File: src/rtl/ebus_pkg.sv
package ebus_pkg;
  localparam int ADDR_W    = 16;
  localparam int DATA_W    = 8;
  localparam int SRAM_AW   = 15;
  localparam logic [ADDR_W-1:0] PORT_ADDR = 16'h7F55;
endpackage

File: src/rtl/ebus_addr_latch.sv
module ebus_addr_latch #(
  parameter int LO_W = 8
) (
  input  logic            clk,
  input  logic            rst_n,
  input  logic            ale,
  input  logic [LO_W-1:0] bus_in,
  output logic [LO_W-1:0] lo_q
);
  logic [LO_W-1:0] lo_d;

  always_comb begin
    lo_d = lo_q;
    if (ale) lo_d = bus_in;
  end

  always_ff @(posedge clk or negedge rst_n) begin
    if (!rst_n) lo_q <= '0;
    else        lo_q <= lo_d;
  end

  p_follow_r2: assert property (@(posedge clk) disable iff (!rst_n)
    ale |=> lo_q == $past(bus_in));
  p_hold_r2: assert property (@(posedge clk) disable iff (!rst_n)
    !ale |=> $stable(lo_q));
endmodule

File: src/rtl/ebus_decode.sv
module ebus_decode #(
  parameter int              ADDR_W    = 16,
  parameter int              SRAM_AW   = 15,
  parameter logic [ADDR_W-1:0] PORT_ADDR = 16'h7F55
) (
  input  logic [ADDR_W-1:0] addr,
  input  logic              rd_n,
  input  logic              wr_n,
  input  logic              psen_n,
  output logic              sram_cs_n,
  output logic              sram_oe_n,
  output logic              sram_we_n,
  output logic              port_hit,
  output logic              bus_drive
);
  localparam int HI_W = ADDR_W - SRAM_AW;

  logic in_sram, rd_cyc, wr_cyc;

  always_comb begin
    in_sram   = (addr[ADDR_W-1 -: HI_W] == '0);
    port_hit  = (addr == PORT_ADDR);
    rd_cyc    = in_sram && (!rd_n || !psen_n);
    wr_cyc    = in_sram && !wr_n && !port_hit;
    sram_oe_n = !rd_cyc;
    sram_we_n = !wr_cyc;
    sram_cs_n = !(rd_cyc || wr_cyc);
    bus_drive = rd_cyc;
  end

  always_comb begin
    p_no_port_we_r7: assert (!(!sram_we_n && port_hit));
    p_oe_needs_cs_r6: assert (sram_oe_n || !sram_cs_n);
    p_drive_matches_oe_r8: assert (bus_drive == !sram_oe_n);
  end
endmodule

File: src/rtl/ebus_seg_port.sv
module ebus_seg_port #(
  parameter int DATA_W = 8
) (
  input  logic              clk,
  input  logic              rst_n,
  input  logic              wr_n,
  input  logic              port_hit,
  input  logic [DATA_W-1:0] bus_in,
  output logic [DATA_W-1:0] seg
);
  logic              wr_q;
  logic [DATA_W-1:0] dat_q;
  logic              wr_rise, load_en;
  logic [DATA_W-1:0] seg_d;

  always_comb begin
    wr_rise = wr_n && !wr_q;
    load_en = wr_rise && port_hit;
    seg_d   = seg;
    if (load_en) seg_d = dat_q;
  end

  always_ff @(posedge clk or negedge rst_n) begin
    if (!rst_n) begin
      wr_q  <= 1'b1;
      dat_q <= '0;
      seg   <= '0;
    end else begin
      wr_q  <= wr_n;
      dat_q <= bus_in;
      seg   <= seg_d;
    end
  end

  p_load_r4: assert property (@(posedge clk) disable iff (!rst_n)
    (wr_n && !wr_q && port_hit) |=> seg == $past(dat_q));
  p_keep_r5: assert property (@(posedge clk) disable iff (!rst_n)
    !(wr_n && !wr_q && port_hit) |=> $stable(seg));
endmodule

File: src/rtl/ebus_demux.sv
module ebus_demux
  import ebus_pkg::*;
#(
  parameter int                ADDR_W    = ebus_pkg::ADDR_W,
  parameter int                DATA_W    = ebus_pkg::DATA_W,
  parameter int                SRAM_AW   = ebus_pkg::SRAM_AW,
  parameter logic [ADDR_W-1:0] PORT_ADDR = ebus_pkg::PORT_ADDR
) (
  input  logic              clk,
  input  logic              rst_n,
  input  logic              ale,
  input  logic              rd_n,
  input  logic              wr_n,
  input  logic              psen_n,
  input  logic [DATA_W-1:0] bus_in,
  input  logic [ADDR_W-DATA_W-1:0] addr_hi,
  input  logic [DATA_W-1:0] sram_rdata,
  output logic [ADDR_W-1:0] addr,
  output logic              sram_cs_n,
  output logic              sram_oe_n,
  output logic              sram_we_n,
  output logic [DATA_W-1:0] bus_out,
  output logic              bus_oe,
  output logic [DATA_W-1:0] seg
);
  logic              rst_meta, rst_sync_n;
  logic [DATA_W-1:0] lo_q;
  logic              port_hit, bus_drive;

  always_ff @(posedge clk or negedge rst_n) begin
    if (!rst_n) begin
      rst_meta   <= 1'b0;
      rst_sync_n <= 1'b0;
    end else begin
      rst_meta   <= 1'b1;
      rst_sync_n <= rst_meta;
    end
  end

  ebus_addr_latch #(.LO_W(DATA_W)) u_latch (
    .clk(clk), .rst_n(rst_sync_n), .ale(ale), .bus_in(bus_in), .lo_q(lo_q)
  );

  always_comb addr = {addr_hi, lo_q};

  ebus_decode #(.ADDR_W(ADDR_W), .SRAM_AW(SRAM_AW), .PORT_ADDR(PORT_ADDR)) u_dec (
    .addr(addr), .rd_n(rd_n), .wr_n(wr_n), .psen_n(psen_n),
    .sram_cs_n(sram_cs_n), .sram_oe_n(sram_oe_n), .sram_we_n(sram_we_n),
    .port_hit(port_hit), .bus_drive(bus_drive)
  );

  ebus_seg_port #(.DATA_W(DATA_W)) u_port (
    .clk(clk), .rst_n(rst_sync_n), .wr_n(wr_n), .port_hit(port_hit),
    .bus_in(bus_in), .seg(seg)
  );

  always_comb begin
    bus_oe  = bus_drive;
    bus_out = bus_drive ? sram_rdata : '0;
  end

  p_addr_join_r3: assert property (@(posedge clk) disable iff (!rst_sync_n)
    addr[ADDR_W-1:DATA_W] == addr_hi);
  p_high_idle_r6: assert property (@(posedge clk) disable iff (!rst_sync_n)
    addr[ADDR_W-1] |-> (sram_cs_n && !bus_oe));
endmodule

File: config.mk
export PLATFORM = sky130hd
export DESIGN_NAME = ebus_demux
export DESIGN_NICKNAME = d
export VERILOG_FILES = /design/src/rtl/ebus_pkg.sv /design/src/rtl/ebus_addr_latch.sv /design/src/rtl/ebus_decode.sv /design/src/rtl/ebus_seg_port.sv /design/src/rtl/ebus_demux.sv
export SDC_FILE = /design/constraint.sdc
export NUM_CORES = 1
export LEC_CHECK = 0
export BUFFER_PORTS_ARGS = -buffer_cell sky130_fd_sc_hd__buf_2
export CAP_MARGIN = 0
export CORE_UTILIZATION = 44
export CTS_BUF_LIST = sky130_fd_sc_hd__clkbuf_4 sky130_fd_sc_hd__clkbuf_8 sky130_fd_sc_hd__clkbuf_16
export DETAILED_ROUTE_END_ITERATION = 8
export GPL_ROUTABILITY_DRIVEN = 0
export PLACE_DENSITY = 0.81
export SETUP_SLACK_MARGIN = 0.02
export SLEW_MARGIN = 20
export SYNTH_ARGS = -nofsm -noshare
export SYNTH_HDL_FRONTEND = slang
export SYNTH_SLANG_ARGS = --single-unit
File: constraint.sdc
create_clock -name clk -period 2.55 [get_ports clk]
set_input_delay 0.1275 -clock clk [delete_from_list [all_inputs] [get_ports clk]]
set_output_delay 0.1275 -clock clk [all_outputs]
set_load 0.01 [all_outputs]
==> results.py, run 1 <==
metrics = {
    "route": {
        "drt_wl_total_um": 2150,
        "drc": 0,
        "vias": 776,
        "firstDrtPassIters": 3,
        "wl_per_cell_um": 12.7,
        "first_iter_violations": 8,
        "vias_per_cell": 4.59,
        "antenna_left": 0,
    },
    "sta": {
        "hold_violations": 0,
        "fin_ws_ns": 0.421,
        "slew_headroom_pct": 37.6,
        "setup_viol_count_final": 0,
        "fin_crit_sh_pct": 83.5,
        "setup-tns-final_ns": 0,
        "clock-skew-final_ns": 0.00104,
        "maxSlewViolCount": 0,
        "period_minus_slack_ns": 2.13,
        "worst_pin_slew_ns": 0.936,
        "whs_ns": 0.104,
        "fmax_mhz": 470,
        "rsz0062_at_grt": "no",
    },
    "cells_and_area": {
        "design_area_um2": 1480,
        "regArea_um2": 677,
        "multi_input_area_um2": 310,
        "fillers": 191,
        "final_cell_mix": "buf_2 (65), dfrtp_1 (26), mux2_2 (16)",
        "drive_gt1_share_pct": 63.1,
        "nNetsFinal": 172,
        "syn_to_final_growth_pct": 40.5,
        "final_common_cell": "buf_2",
        "num_antenna_cells": 0,
    },
    "synthesis": {
        "synth-seq-cells": 27,
        "synth-xor-area-share_pct": 0,
        "synth_compound_area_share_pct": 0.474,
        "syn_inst": 71,
        "synth_top_family_by_area": "multiplexers",
        "synthAdderAreaFrac_pct": 0,
        "yosys.area.top_type": "dfrtp_1",
        "yosys-top-cells-area": "dfrtp_1 (62%), mux2_2 (17%), buf_4 (5.7%), and2_1 (5.3%), dfstp_2 (2.5%)",
        "synth-seq-area-share_pct": 64.2,
        "synth.top_cell.area_share_pct": 61.7,
        "syn-cell-area_um2": 1050,
        "syn-num-nets": 101,
        "synth_area_per_cell_um2": 14.9,
        "ys_types": 15,
        "yosys.area_share.simple_pct": 11.5,
        "yosysWarnings": 0,
        "muxShareOfSynthArea_pct": 17.1,
    },
    "placed_design": {
        "dp_hpwl_um": 1690,
        "dp_worst_setup_slack_ns": 0.577,
        "place_area_um2": 1350,
        "numPortBuffers": 65,
    },
    "worst_setup_path": {
        "r2r-start": "u_latch.lo_q[1]",
        "worst_path_max_delay_cell": "or4b_1",
        "reg2reg_slack_ns": 0.58,
        "cp_max_fo": 3,
        "cpPeakStageDelay_ns": 0.53,
        "cp-start-kind": "flip-flop",
        "crit_path_start": "u_latch.lo_q[1]",
        "cp.arrival_ns": 2.00,
        "crit_path_cell_trace": "or4b_1, nor4_2, or3_2, and2_1, buf_2",
        "worstSetupPathType": "reg -> out",
        "cp-end-kind": "output port",
        "worstPathRequired_ns": 2.42,
    },
    "clocking": {
        "htree_levels": 1,
        "cts.clk_slew.worst_paths_ns": 0.12,
        "numCtsBuffers": 3,
        "postCtsSetupBuffers": 0,
        "cts_root_buf": "clkbuf_4",
        "clock_sinks": 27,
        "insertion_delay_ns": 0.31,
        "cts_tree": "built",
        "cts_buffer_depth": 2,
    },
    "floorplanning": {
        "ios": 66,
        "rows": 17,
        "core_um2": 2230,
        "die_y_um": 51.0,
        "die_x_um": 51.0,
        "die_area_um2": 2600,
        "start_util_pct": 47.2,
    },
    "pwr": {
        "powerDensity_nw_per_um2": 514,
        "p_leak_nw": 0.799,
        "p_sw_share_pct": 23.1,
        "power_frac_clock_pct": 23.7,
        "p_int_mw": 0.586,
        "comb_power_share_pct": 14.9,
        "switchingPower_mw": 0.176,
        "seqPwrFrac_pct": 61.4,
        "power_mw": 0.762,
        "peakVddDrop_mv": 0.502,
    },
    "global_route": {
        "grt_start_max_net_pins": 26,
        "grt-ovfl-total": 0,
        "track_usage_pct": 18.2,
        "grt_pass1_wl_um": 3400,
        "antenna_found_initial": 0,
        "grt_pass1_vias": 745,
    },
    "flow_run": {
        "cap_violations": 0,
    },
    "min_path": {
        "hold_class": "in -> async",
    },
    "outcome": {
        "status": "completed",
    },
}
-- critical path, delay by kind of cell, from the launching register on --
kind	cells	cell delay, ns
AND/OR/NAND/NOR	4	1.16
flip-flops	1	0.42
buffers and inverters	1	0.12
-- timing repair --
item / 4_1_cts / 5_1_grt
endpoints found under the setup margin: 0 / 0
hold buffers: 10 / 0
resized for setup: 0 / 0
endpoints found under the hold margin: 11 / 0
-- registers in the layout, indices dropped and copies added (netlist names) --
register / count
u_port.dat_q: 8
u_port.seg: 8
rst_meta: 1
rst_sync_n: 1
u_port.wr_q: 1
u_latch.lo_q: 8
-- path summary, 6_finish.rpt --
path	cells past startpoint	to
setup reg to reg	4	u_port.seg[3]
max in group asynchronous	0	u_latch.lo_q[7]
hold reg to reg	0	rst_sync_n
min in group clk	2	u_latch.lo_q[5]
hold / removal	2	rst_sync_n
setup / recovery	5	sram_cs_n
-- power groups by stage --
stage	clock network (mW)	registers (mW)	logic, mW
2_1_floorplan	0	0.479	0.0465
3_3_place_gp	0	0.475	0.0994
3_5_place_dp	0	0.477	0.102
4_1_cts	0.189	0.469	0.114
5_1_grt	0.209	0.473	0.124
6_report	0.180	0.468	0.113
-- stage by stage --
stage          util [%]  std cells
2_1_floorplan         -         71
3_3_place_gp       60.5        155
3_5_place_dp       60.5        155
4_1_cts            66.3        169
5_1_grt            66.3        169
6_report           66.3        169
-- routing by layer --
metal,global-route usage [%],share of wire (%),vias up
li1,-,-,379
met1,22.8,40,378
met2,29.6,54,17
met3,7.14,5.6,2
met4,3.70,0.37,0
met5,0,0,-
-- synthesized netlist by cell type --
library cell	number
or3_2	1
nand4_1	2
or4b_1	1
nand4bb_1	1
buf_4	8
dfrtp_1	26
dfstp_2	1
inv_1	1
clkbuf_1	1
nor4_2	1
and2_1	9
nand3b_2	1
conb_1	1
mux2_2	16
a21oi_1	1
-- cells by family after synthesis --
family          count (synthesis)
flops                          27
mux                            16
simple gates                   16
buf+inv                        10
compound gates                  1
other cells                     1
-- final cells by class --
type / instances / area share, %
inverter: 1 / 0.253
timing repair buffer: 75 / 28.7
multi-input combinational: 34 / 20.9
tap: 28 / 2.36
sequential: 27 / 45.7
clock buffer: 4 / 2.03
No activity file was read; power rests on OpenSTA's default activity.
==> inputs of run 2 (changes only) <==
- CORE_UTILIZATION: 44 -> 41
- PLACE_DENSITY: 0.81 -> 0.76
- clock period: 2.55 -> 2.1 ns (I/O delays scaled with it)
==> run 2 against run 1 <==
Clock skew grew 0.0086 ns. Final area is 3.0% higher. Register-to-register slack worse by 0.40 ns. Setup slack worse by 0.34 ns. Worst hold slack lost 0.021 ns. Final cell count increased by 1.8%. Global-route usage down 0.31 points. First-iteration DRC count rose by 38%. Critical endpoint unchanged. Total power rose by 24%.
==> results.py, run 2 (synthesis results as in run 1) <==
metrics = {
    "floorplanning": {
        "die_area_um2": 2780,
        "die_x_um": 52.7,
        "ios": 66,
        "die_y_um": 52.7,
        "start_util_pct": 43.0,
        "rows": 18,
        "core_um2": 2450,
    },
    "clocking": {
        "clock_sinks": 27,
        "htree_levels": 1,
        "cts_buffer_depth": 2,
        "cts_tree": "built",
        "cts_root_buf": "clkbuf_4",
        "numCtsBuffers": 3,
        "cts.clk_slew.worst_paths_ns": 0.13,
        "insertion_delay_ns": 0.33,
    },
    "outcome": {
        "status": "completed",
    },
    "worst_setup_path": {
        "crit_path_start": "u_latch.lo_q[1]",
        "cp-end-kind": "output port",
        "r2r-start": "u_latch.lo_q[1]",
        "reg2reg_slack_ns": 0.18,
        "r2r_end": "u_port.seg[2]",
        "r2r_cells": 5,
        "critPathCapture": "sram_cs_n",
        "worstSetupPathType": "reg -> out",
        "worstPathRequired_ns": 2.00,
        "cp.arrival_ns": 1.92,
        "cp-start-kind": "flip-flop",
        "cp_max_fo": 3,
    },
    "route": {
        "first_iter_violations": 11,
        "vias": 778,
        "firstDrtPassIters": 4,
        "drc": 0,
        "antenna_left": 0,
        "drt_wl_total_um": 2270,
        "vias_per_cell": 4.52,
        "wl_per_cell_um": 13.2,
    },
    "cells_and_area": {
        "utilization_pct": 62.2,
        "final_common_cell": "buf_2",
        "largestRegisters": "u_latch.lo_q x8, u_port.dat_q x8, u_port.seg x8",
        "finalNonFillerCells": 172,
        "num_antenna_cells": 0,
        "nNetsFinal": 173,
        "design_area_um2": 1530,
        "syn_to_final_growth_pct": 44.7,
        "fillers": 204,
        "drive_gt1_share_pct": 65.5,
        "final_cell_mix": "buf_2 (64), dfrtp_1 (25), mux2_2 (16)",
    },
    "pwr": {
        "comb_power_share_pct": 15.4,
        "power_frac_clock_pct": 24.3,
        "powerDensity_nw_per_um2": 618,
        "power_mw": 0.944,
        "seqPwrFrac_pct": 60.2,
        "switchingPower_mw": 0.227,
        "peakVddDrop_mv": 0.417,
        "p_leak_nw": 0.836,
        "p_sw_share_pct": 24.1,
        "p_int_mw": 0.717,
    },
    "sta": {
        "clock-skew-final_ns": 0.00962,
        "whs_ns": 0.0835,
        "setup_viol_count_final": 0,
        "worst_pin_slew_ns": 0.510,
        "fmax_mhz": 494,
        "maxSlewViolCount": 0,
        "period_minus_slack_ns": 2.02,
        "rsz0062_at_grt": "yes",
        "hold_violations": 0,
        "slew_headroom_pct": 66.0,
        "fin_crit_sh_pct": 96.3,
    },
    "global_route": {
        "antenna_found_initial": 0,
        "grt_pass1_wl_um": 3360,
        "grt_pass1_vias": 719,
        "grt-ovfl-total": 0,
        "track_usage_pct": 17.8,
        "grt_start_max_net_pins": 26,
    },
    "min_path": {
        "hold_class": "in -> async",
    },
    "placed_design": {
        "numPortBuffers": 65,
        "dp.cells": 157,
        "place_area_um2": 1350,
        "dp_hpwl_um": 1690,
    },
    "flow_run": {
        "cap_violations": 0,
    },
}
-- run 2: cell count changes in the layout (fill, tap and decap cells not counted), sizes merged --
| cell | change |
|---|---|
| buf | +1 |
-- run 2: power groups by stage --
stage	Sequential [mW]	Combinational [mW]	Clock, mW
2_1_floorplan	0.582	0.0564	0
3_3_place_gp	0.576	0.121	0
3_5_place_dp	0.580	0.124	0
4_1_cts	0.569	0.140	0.238
5_1_grt	0.575	0.158	0.260
6_report	0.569	0.146	0.230
-- run 2: stage by stage --
stage,TNS [ns],setup slack (ns)
after floorplan,0,0.226
after global placement,0,0.199
after detailed placement,0,0.0982
after CTS,0,0.0851
after global routing,-0.0162,-0.0162
final,0,0.0773
-- run 2: repair_timing --
item                                    in CTS  in global routing
buffers inserted                             0                  1
gates cloned                                 0                  0
gates resized for setup                      1                  5
endpoints found under the setup margin       1                  1
endpoints found under the hold margin       11                  0
pin swaps                                    1                  4
hold buffers                                10                  0
-- run 2: worst max-delay path: stages, from the launching register on --
cell and delay (ns):
dfrtp_1 0.41, or4b_4 0.56, nor4_4 0.24, or3_4 0.17, and2_4 0.13, buf_6 0.09
-- run 2: final cells by class --
| class | count | area [um^2] | area share [%] |
|---|---|---|---|
| Inverter | 1 | 3.75 | 0.246 |
| Timing Repair Buffer | 76 | 439 | 28.8 |
| Clock buffer | 4 | 30.0 | 1.97 |
| Multi-Input combinational cell | 34 | 338 | 22.1 |
| Sequential cell | 27 | 678 | 44.4 |
| Tap cell | 30 | 37.5 | 2.46 |
-- run 2: worst min path at each step --
stage,to,start,slack (ns)
3_3_place_gp,rst_meta,rst_n,-0.11
3_5_place_dp,rst_meta,rst_n,-0.10
4_1_cts,rst_meta,rst_n,0.07
5_1_grt,rst_sync_n,rst_n,0.06
6_report,rst_sync_n,rst_n,0.08
2_1_floorplan,rst_meta,rst_n,-0.19
-- run 2: per-layer routing --
layer	GRT usage, %	vias up	share of wire (%)
met3	2.90	5	3.8
met1	21.1	379	38
met4	10.5	0	2.3
li1	-	376	-
met5	0	-	0
met2	30.2	18	56
